[config.mk]
export PLATFORM = sky130hd
export DESIGN_NAME = bidir_shift_reg
export DESIGN_NICKNAME = d
export VERILOG_FILES = /design/src/rtl/bdsr_pkg.sv /design/src/rtl/bdsr_mode_dec.sv /design/src/rtl/bdsr_bit_cell.sv /design/src/rtl/bidir_shift_reg.sv
export SDC_FILE = /design/constraint.sdc
export NUM_CORES = 1
export LEC_CHECK = 0
export BUFFER_PORTS_ARGS = -buffer_cell sky130_fd_sc_hd__clkbuf_2
export CORE_AREA = 2 2 39 41
export DETAILED_ROUTE_END_ITERATION = 8
export DIE_AREA = 0 0 41 43
export GPL_TIMING_DRIVEN = 1
export PLACE_DENSITY_LB_ADDON = 0.2
export SYNTH_ARGS = -nofsm -noshare
export SYNTH_HDL_FRONTEND = slang
export SYNTH_SLANG_ARGS = --single-unit
[constraint.sdc]
create_clock -name clk -period 1.7 [get_ports clk]
set_clock_uncertainty 0.2 [all_clocks]
set_input_delay 0.34 -clock clk [delete_from_list [all_inputs] [get_ports clk]]
set_output_delay 0.34 -clock clk [all_outputs]
set_load 0.02 [all_outputs]
[src/rtl/bdsr_pkg.sv]
package bdsr_pkg;

    typedef enum logic [1:0] {
        MODE_KEEP = 2'b00,
        MODE_DOWN = 2'b01,
        MODE_UP   = 2'b10,
        MODE_LOAD = 2'b11
    } shift_mode_e;

    typedef struct packed {
        logic keep;
        logic down;
        logic up;
        logic load;
    } cell_sel_t;

    function automatic cell_sel_t decode_mode(input shift_mode_e m);
        cell_sel_t s;
        s = '0;
        unique case (m)
            MODE_KEEP: s.keep = 1'b1;
            MODE_DOWN: s.down = 1'b1;
            MODE_UP:   s.up   = 1'b1;
            MODE_LOAD: s.load = 1'b1;
            default:   s.keep = 1'b1;
        endcase
        return s;
    endfunction

    function automatic logic cell_next(input cell_sel_t s,
                                       input logic cur,
                                       input logic from_lo,
                                       input logic from_hi,
                                       input logic ld);
        logic n;
        n = cur;
        if (s.down)      n = from_hi;
        else if (s.up)   n = from_lo;
        else if (s.load) n = ld;
        return n;
    endfunction

endpackage

[src/rtl/bdsr_mode_dec.sv]
module bdsr_mode_dec
    import bdsr_pkg::*;
(
    input  logic [1:0] mode,
    output cell_sel_t  sel
);
    always_comb begin
        sel = decode_mode(shift_mode_e'(mode));
    end
endmodule

[src/rtl/bdsr_bit_cell.sv]
module bdsr_bit_cell
    import bdsr_pkg::*;
(
    input  logic      clk,
    input  logic      rst,
    input  cell_sel_t sel,
    input  logic      from_lo,
    input  logic      from_hi,
    input  logic      ld_bit,
    output logic      q
);
    logic q_nxt;

    always_comb begin
        q_nxt = cell_next(sel, q, from_lo, from_hi, ld_bit);
    end

    always_ff @(posedge clk) begin
        if (rst) q <= 1'b0;
        else     q <= q_nxt;
    end
endmodule

[src/rtl/bidir_shift_reg.sv]
module bidir_shift_reg
    import bdsr_pkg::*;
#(
    parameter int WIDTH = 4
) (
    input  logic             clk,
    input  logic             rst,
    input  logic [1:0]       mode,
    input  logic             ser_in_up,
    input  logic             ser_in_down,
    input  logic [WIDTH-1:0] par_in,
    output logic [WIDTH-1:0] q,
    output logic             ser_out_up,
    output logic             ser_out_down
);
    localparam int TOP = WIDTH - 1;

    cell_sel_t        sel;
    logic [WIDTH-1:0] lo_src;
    logic [WIDTH-1:0] hi_src;

    generate
        if (WIDTH < 2) begin : g_bad_width
            $error("bidir_shift_reg: WIDTH must be at least 2");
        end
    endgenerate

    bdsr_mode_dec u_dec (
        .mode (mode),
        .sel  (sel)
    );

    for (genvar i = 0; i < WIDTH; i++) begin : g_cell
        if (i == 0) begin : g_lo_end
            assign lo_src[i] = ser_in_up;
        end else begin : g_lo_mid
            assign lo_src[i] = q[i-1];
        end
        if (i == TOP) begin : g_hi_end
            assign hi_src[i] = ser_in_down;
        end else begin : g_hi_mid
            assign hi_src[i] = q[i+1];
        end

        bdsr_bit_cell u_cell (
            .clk     (clk),
            .rst     (rst),
            .sel     (sel),
            .from_lo (lo_src[i]),
            .from_hi (hi_src[i]),
            .ld_bit  (par_in[i]),
            .q       (q[i])
        );
    end

    assign ser_out_up   = q[TOP];
    assign ser_out_down = q[0];

    // Mode behaviour checks
    p_keep_r1: assert property (@(posedge clk) disable iff (rst)
        (mode == 2'b00) |=> (q == $past(q)));

    p_down_r2: assert property (@(posedge clk) disable iff (rst)
        (mode == 2'b01) |=> (q == {$past(ser_in_down), $past(q[TOP:1])}));

    p_up_r3: assert property (@(posedge clk) disable iff (rst)
        (mode == 2'b10) |=> (q == {$past(q[TOP-1:0]), $past(ser_in_up)}));

    p_load_r4: assert property (@(posedge clk) disable iff (rst)
        (mode == 2'b11) |=> (q == $past(par_in)));

    p_clear_r5: assert property (@(posedge clk)
        rst |=> (q == '0));

    p_single_sel_r8: assert property (@(posedge clk) disable iff (rst)
        $onehot({sel.keep, sel.down, sel.up, sel.load}));

endmodule

Word level (Yosys, flattened, before mapping) --
Cells that the tools add are included.
Operators by class: eq/ne operators 3, multiplexer cells 15, reduce and logical (&&, ||, !) cells 1
Operators by type and width (count):
- $mux 1 | 15
- $eq 2x2->1 const B | 2
- $reduce_bool 3->1 | 1
- $eq 2x1->1 const B | 1
Word-level totals: register bits after elaboration 4, output and inout bits 6, logic and storage cells 23

Depth between registers and ports, before layout --
Gate-level depths: netlist of run 1.
depth after elaboration 5, gate-level depth with buffers 2

Cells and area by module --
Synthesis of run 1 repeated with hierarchy kept, for this count alone.
Unflattened totals: cell total of the unflattened synthesis 30, area, all modules 281.5 um2
Modules (own cells, without submodules):
- bdsr_bit_cell | instances 4, cells each 6, area each 60.1 um2, sequential area each 20.0 um2
- bdsr_mode_dec | instances 1, cells each 4, area each 26.3 um2, sequential area each 0.0 um2
- bidir_shift_reg | instances 1, cells each 2, area each 15.0 um2, sequential area each 0.0 um2

Worst setup path after synthesis of run 1 --
OpenSTA, ideal clock, no wires.
path type flip-flop to flip-flop, from reg g_cell[0].u_cell.q, to reg g_cell[1].u_cell.q, library setup time 114 ps, arrival time 954 ps, path slack 432 ps, cell stages (with the launch flop) 3, path buffers 0, clock period less this slack 1268 ps, cells stage by stage dfxtp_1 mux4_2 nor2b_1
Between the ends: word-level cells in the longest chain between the ends 2
Ends and longest elaborated chain:
- from (decl) | line bdsr_bit_cell.sv:10 | output logic q
- from (signal assigned) | line bdsr_bit_cell.sv:20 | else q <= q_nxt;
- $mux 1 | line bdsr_pkg.sv:38 | else if (s.up) n = from_lo;
- $mux 1 | line bdsr_pkg.sv:37 | if (s.down) n = from_hi;
- to (signal assigned) | line bdsr_bit_cell.sv:20
- to (decl) | line bdsr_bit_cell.sv:10
Every way passes these cells. A chain may end at the register's enable or synchronous reset.

Worst setup path after layout of run 1 --
from reg g_cell[1].u_cell.q, to out q[1]
RTL lines:
- to (decl) | line bidir_shift_reg.sv:12 | output logic [WIDTH-1:0] q,
No word-level cell between the ends.

==> results of run 1 <==
final timing paths:
| check | endpoint | cells after the start | slack, ns |
|---|---|---|---|
| worst max-delay path | q[1] | 1 | 0.37 |
| worst min register to register | g_cell[1].u_cell.q$_SDFFE_PP0P_ | 2 | 0.53 |
| worst max register to register | g_cell[2].u_cell.q$_SDFFE_PP0P_ | 2 | 0.48 |
| worst min-delay path | g_cell[1].u_cell.q$_SDFFE_PP0P_ | 2 | 0.12 |
logic make-up (layout without fill, tap and decap cells):
logic type	count (synthesis)	in the layout	share of synthesized area, %
buffers and inverters	4	18	13.33
AND/OR/NAND/NOR	4	4	11.11
flip-flops	4	4	35.56
multiplexers	4	4	40.00
metrics by stage:
step	instance area, µm²	std cells	setup WS (ns)
global route	312.8	46	0.3221
global placement	290.3	43	0.2711
CTS	312.8	46	0.3574
finish	312.8	46	0.3738
detailed placement	290.3	43	0.2593
floorplan	225.2	16	0.4323
layout by cell type, fill, tap and decap left out, drive strengths merged:
cell / n
nor2b: 4
mux4: 4
dfxtp: 4
clkbuf: 18
cell type report:
cell class | count | area, µm²
clock buffers | 3 | 22.52
fillers | 156 | 1071
multi-input cells | 8 | 115.1
flip-flops and latches | 4 | 80.08
well taps | 16 | 20.02
repair buffers | 15 | 75.07
layer usage:
layer | share of wire [%] | wire, µm | track usage, %
met1 | 38 | 166 | 6.908
met2 | 48 | 209 | 8.125
met3 | 12 | 51 | 3.141
met4 | 1.8 | 8 | 12.00
met5 | 0 | 0 | 0
power breakdown:
part / leakage, µW / switching (µW) / internal (µW)
registers: 0.0000329 / 5.91 / 101
clock network: 0.0000138 / 36.5 / 78.8
logic: 0.0000997 / 24.3 / 31.2
==> metrics, run 1 <==
Hold Path Class=in -> reg; Hold Slack=0.1165 ns; max-cap violation count=0; antenna cells=0; routability cong.=0.6795; Routed Antenna Nets=0; status=completed; Pre-Repair DR Iteration Count=2; Global Route Usage Sum=7.179%; Via density=3.739; # Post-CTS Setup Buffers=0; Largest Register=g_cell.u_cell.q; worst slew pin tran=0.1326 ns; Initial Utilization=16.27%; Yosys warning count=0; max frequency=754.0 MHz; power consumption=277.5 µW; Data arrival, critical path=0.79 ns; Primary FF master, synth=dfxtp_1; Post-Syn Nets=26; Num Clock Sinks=4; Util after Layout=22.60%; critical path, cell by cell=clkbuf_2; wire per inst=9.457 µm; post-cts sizing count=0; clock root cell=clkbuf_4; Die Area=1763 µm²; Crit Path Max Fanout=4; Hold Startpoint=rst; routed via count=172; register area share after synthesis=35.56%; P_leak=0.0001464 µW; final worst path period share=78.01%; clock latency on the worst-skew pair=0.23 ns; critical path's top delay family=flip-flops; synth unique cells=4; setup TNS=0 ns; Final Max Slew Viols=0; top cell type's share of synthesized area=40.00%; Die Y=43 µm; TritonCTS clock tree=yes; Avg Inst Size Synth=14.08 µm²; CTS max path bufs=2; Post-synth EDFFs=0; first-pass GRT wire length=703 µm; crit-path max cell delay=0.37 ns; I/O Buffers=15; Synth Register Bits=4; Num CTS Buffers=3; Synth Instances=16; share of cells above drive strength 1=73.33%; global route overflow=0; DRC violations left=0; synth top area cells=mux4_2, dfxtp_1, buf_4; max FFs per register=4; Tmin final=1.326 ns; top flop regs=g_cell.u_cell.q (4); Buf/Inv on CP=1; Nets=42; required time of the critical path=1.16 ns; CP startpoint kind=flip-flop; leading area contributor after synthesis=mux4_2; Post-CTS Hold Buffers=0; layout overhead on the synthesized area=38.89%; crit path from=g_cell[1].u_cell.q$_SDFFE_PP0P_; worst vdd ir=159.4 µV; Die W=41 µm; Reg clk slew, reported paths=0.04 ns; Fin. Hold Viols=0; largest net degree at the start of global routing=5; Std-Cell Rows=14; RSZ-0062 raised after global routing=no; top post-synthesis cells by count=buf_4, dfxtp_1, mux4_2, nor2b_1; vias in the first global route=186; initial antenna violation count=0; Crit Path Category=reg -> out; Total Routed Length=435 µm; Crit. End Element=output pin; mapped cell area=225.2 µm²; slowest stage cell, crit path=dfxtp_1; R2R Path Start=g_cell[3].u_cell.q$_SDFFE_PP0P_; H-tree levels=1; final setup fails=0; slew margin rel.=91.14%; core box area=1384 µm²; First DRT Iteration DRCs=2; pwr dens=887.1 nW/µm²; Ports=16; FFs w/ async S/R, synth=0%
Power figures use the tool's default switching activity.
==> run 2, diff against run 1 <==
Clock period 1.7 ns to 1.4 ns, I/O delays scaled along.
==> run 2 against run 1 <==
Net effect:
- setup slack got worse by 0.25 ns
- worst hold slack got worse by 0.067 ns
- routed wire length increased by 0.69%
- combinational power increased by 24%
- critical path type unchanged
- critical endpoint unchanged
- largest power group unchanged
==> metrics, run 2 (synthesized netlist as in run 1, its figures left out) <==
crit-path max cell delay=0.37 ns (about the same); slew margin rel.=90.90% (-0.25 points); slowest stage cell, crit path=dfxtp_1; setup TNS=0 ns (unchanged); vias in the first global route=184 (-1.1%); Logic pwr share=20.2% (+0.2 points); Data arrival, critical path=0.79 ns (about the same); layout overhead on the synthesized area=42.22%; worst slew pin tran=0.1364 ns (+0.003736 ns); sw frac=24.51% (+0.47 points); Buf/Inv on CP=1 (unchanged); global route overflow=0 (unchanged); met3 Use GR=1.571% (-1.6 points); Std-Cell Rows=14 (unchanged); Die Y=43 µm (unchanged); clock share of power=41.8% (+0.2 points); initial antenna violation count=0 (unchanged); status=completed; Largest Register=g_cell.u_cell.q; met1 Use GR=6.250% (-0.66 points); WP depth=1 (unchanged); Die W=41 µm (unchanged); Routed Antenna Nets=0 (unchanged); share of cells above drive strength 1=74.19% (+0.86 points); CP startpoint kind=flip-flop; Global Route Usage Sum=6.370% (-0.81 points); final worst path period share=90.90%; Via density=3.851 (+3.0%); # Post-CTS Setup Buffers=0 (unchanged); H-tree levels=1 (unchanged); post-DP HPWL=386.4 µm; core box area=1384 µm² (unchanged); Util after Layout=23.15% (+0.54 points); end of the worst register-to-register path=g_cell[3].u_cell.q$_SDFFE_PP0P_; Num CTS Buffers=3 (unchanged); part of the power in registers=38.0% (-0.4 points); required time of the critical path=0.92 ns (-0.24 ns); Post-CTS Hold Buffers=0 (unchanged); Crit. End Element=output pin; FF-to-FF path depth=2 (unchanged); most frequent cells in the layout=clkbuf_2, mux4_2, nor2b_1, dfxtp_1, clkbuf_4; RSZ-0062 raised after global routing=no; clock root cell=clkbuf_4; max-cap violation count=0 (unchanged); Initial Utilization=16.27% (unchanged); Hold Path Class=in -> reg; P_leak=0.0001512 µW (+3.3%); Ports=16 (unchanged); DRC violations left=0 (unchanged); Final Max Slew Viols=0 (unchanged); CTS max path bufs=2 (unchanged); Crit Path Max Fanout=4 (unchanged); worst vdd ir=213.8 µV (+34%); Fin. Hold Viols=0 (unchanged); Pre-Repair DR Iteration Count=1 (-1); Nets=43 (+2.4%); Tmin final=1.273 ns; Die Area=1763 µm² (unchanged); max FFs per register=4 (unchanged); Filler cells=159 (+1.9%); pwr dens=1066 nW/µm² (+20%); crit path from=g_cell[1].u_cell.q$_SDFFE_PP0P_; max frequency=785.8 MHz; routing usage on met2=7.187% (-0.94 points); Reg clk slew, reported paths=0.04 ns (about the same); routability cong.=0.6749 (-0.68%); Total Routed Length=438 µm (+0.69%); Crit Path Category=reg -> out; clock latency on the worst-skew pair=0.23 ns (about the same); largest net degree at the start of global routing=5 (unchanged); critical path, cell by cell=clkbuf_2; R2R Path Start=g_cell[3].u_cell.q$_SDFFE_PP0P_; Critical Path Sink=q[1]; final setup fails=0 (unchanged); first-pass GRT wire length=627 µm (-11%); Num Clock Sinks=4 (unchanged); Top Usage Layer GRT=met4; R2R Setup Slk=0.18 ns (-0.30 ns); critical path's top delay family=flip-flops; commonest non-fill, non-tap cell in the layout=clkbuf_2; antenna cells=0 (unchanged); TritonCTS clock tree=yes; top flop regs=g_cell.u_cell.q (4); I/O Buffers=15 (unchanged); routed via count=181 (+5.2%); wire per inst=9.319 µm (-1.5%); First DRT Iteration DRCs=0 (-2); Cell Int Power=257.8 µW (+22%); P_sw=83.70 µW (+25%); post-cts sizing count=0 (unchanged)
==> run 2: worst register-to-register path, delay by kind of cell (launching register included) <==
family,cells,cell delay [ns]
simple gates,1,0.14
mux,1,0.45
flops,1,0.33
==> run 2: power groups by stage <==
| stage | sequential [µW] | combinational, µW | clock [µW] |
|---|---|---|---|
| after detailed placement | 132 | 70.2 | 0 |
| after CTS | 130 | 70.1 | 148 |
| after global placement | 131 | 69.6 | 0 |
| final | 130 | 68.9 | 143 |
| after global routing | 131 | 73.4 | 155 |
| after floorplan | 134 | 44.9 | 0 |
==> run 2: stage by stage <==
stage,instance area (µm²),worst slack [ns],instances,power [µW],hold slack (ns)
6_report,320.3,0.1274,47,341.5,0.04976
5_1_grt,320.3,0.07949,47,359.4,0.05688
4_1_cts,320.3,0.1116,47,347.9,0.04931
3_5_place_dp,297.8,0.02133,44,202.1,0.3006
3_3_place_gp,297.8,0.03160,44,201.1,0.3008
2_1_floorplan,225.2,0.1323,16,179.0,0.1516
==> run 2: area by class of cell <==
cell class	instances	area, µm²	area share, %
Clock buffer	3	22.52	7.031
Multi-Input combinational cell	8	115.1	35.94
Sequential cell	4	80.08	25.00
Tap cell	16	20.02	6.250
Timing Repair Buffer	16	82.58	25.78
==> run 2: routing by layer <==
metal / vias to the layer above / wire length, µm
met3: 5 / 46
met2: 15 / 185
met1: 73 / 165
met4: 0 / 40
li1: 88 / -
met5: - / 0
==> run 2: worst min path at each step <==
stage,startpoint,end,slack [ns],cells past startpoint
2_1_floorplan,rst,g_cell[0].u_cell.q$_SDFFE_PP0P_,0.15,1
6_report,rst,g_cell[2].u_cell.q$_SDFFE_PP0P_,0.05,2
4_1_cts,rst,g_cell[2].u_cell.q$_SDFFE_PP0P_,0.05,2
3_5_place_dp,rst,g_cell[1].u_cell.q$_SDFFE_PP0P_,0.30,2
5_1_grt,rst,g_cell[2].u_cell.q$_SDFFE_PP0P_,0.06,2
3_3_place_gp,rst,g_cell[3].u_cell.q$_SDFFE_PP0P_,0.30,2
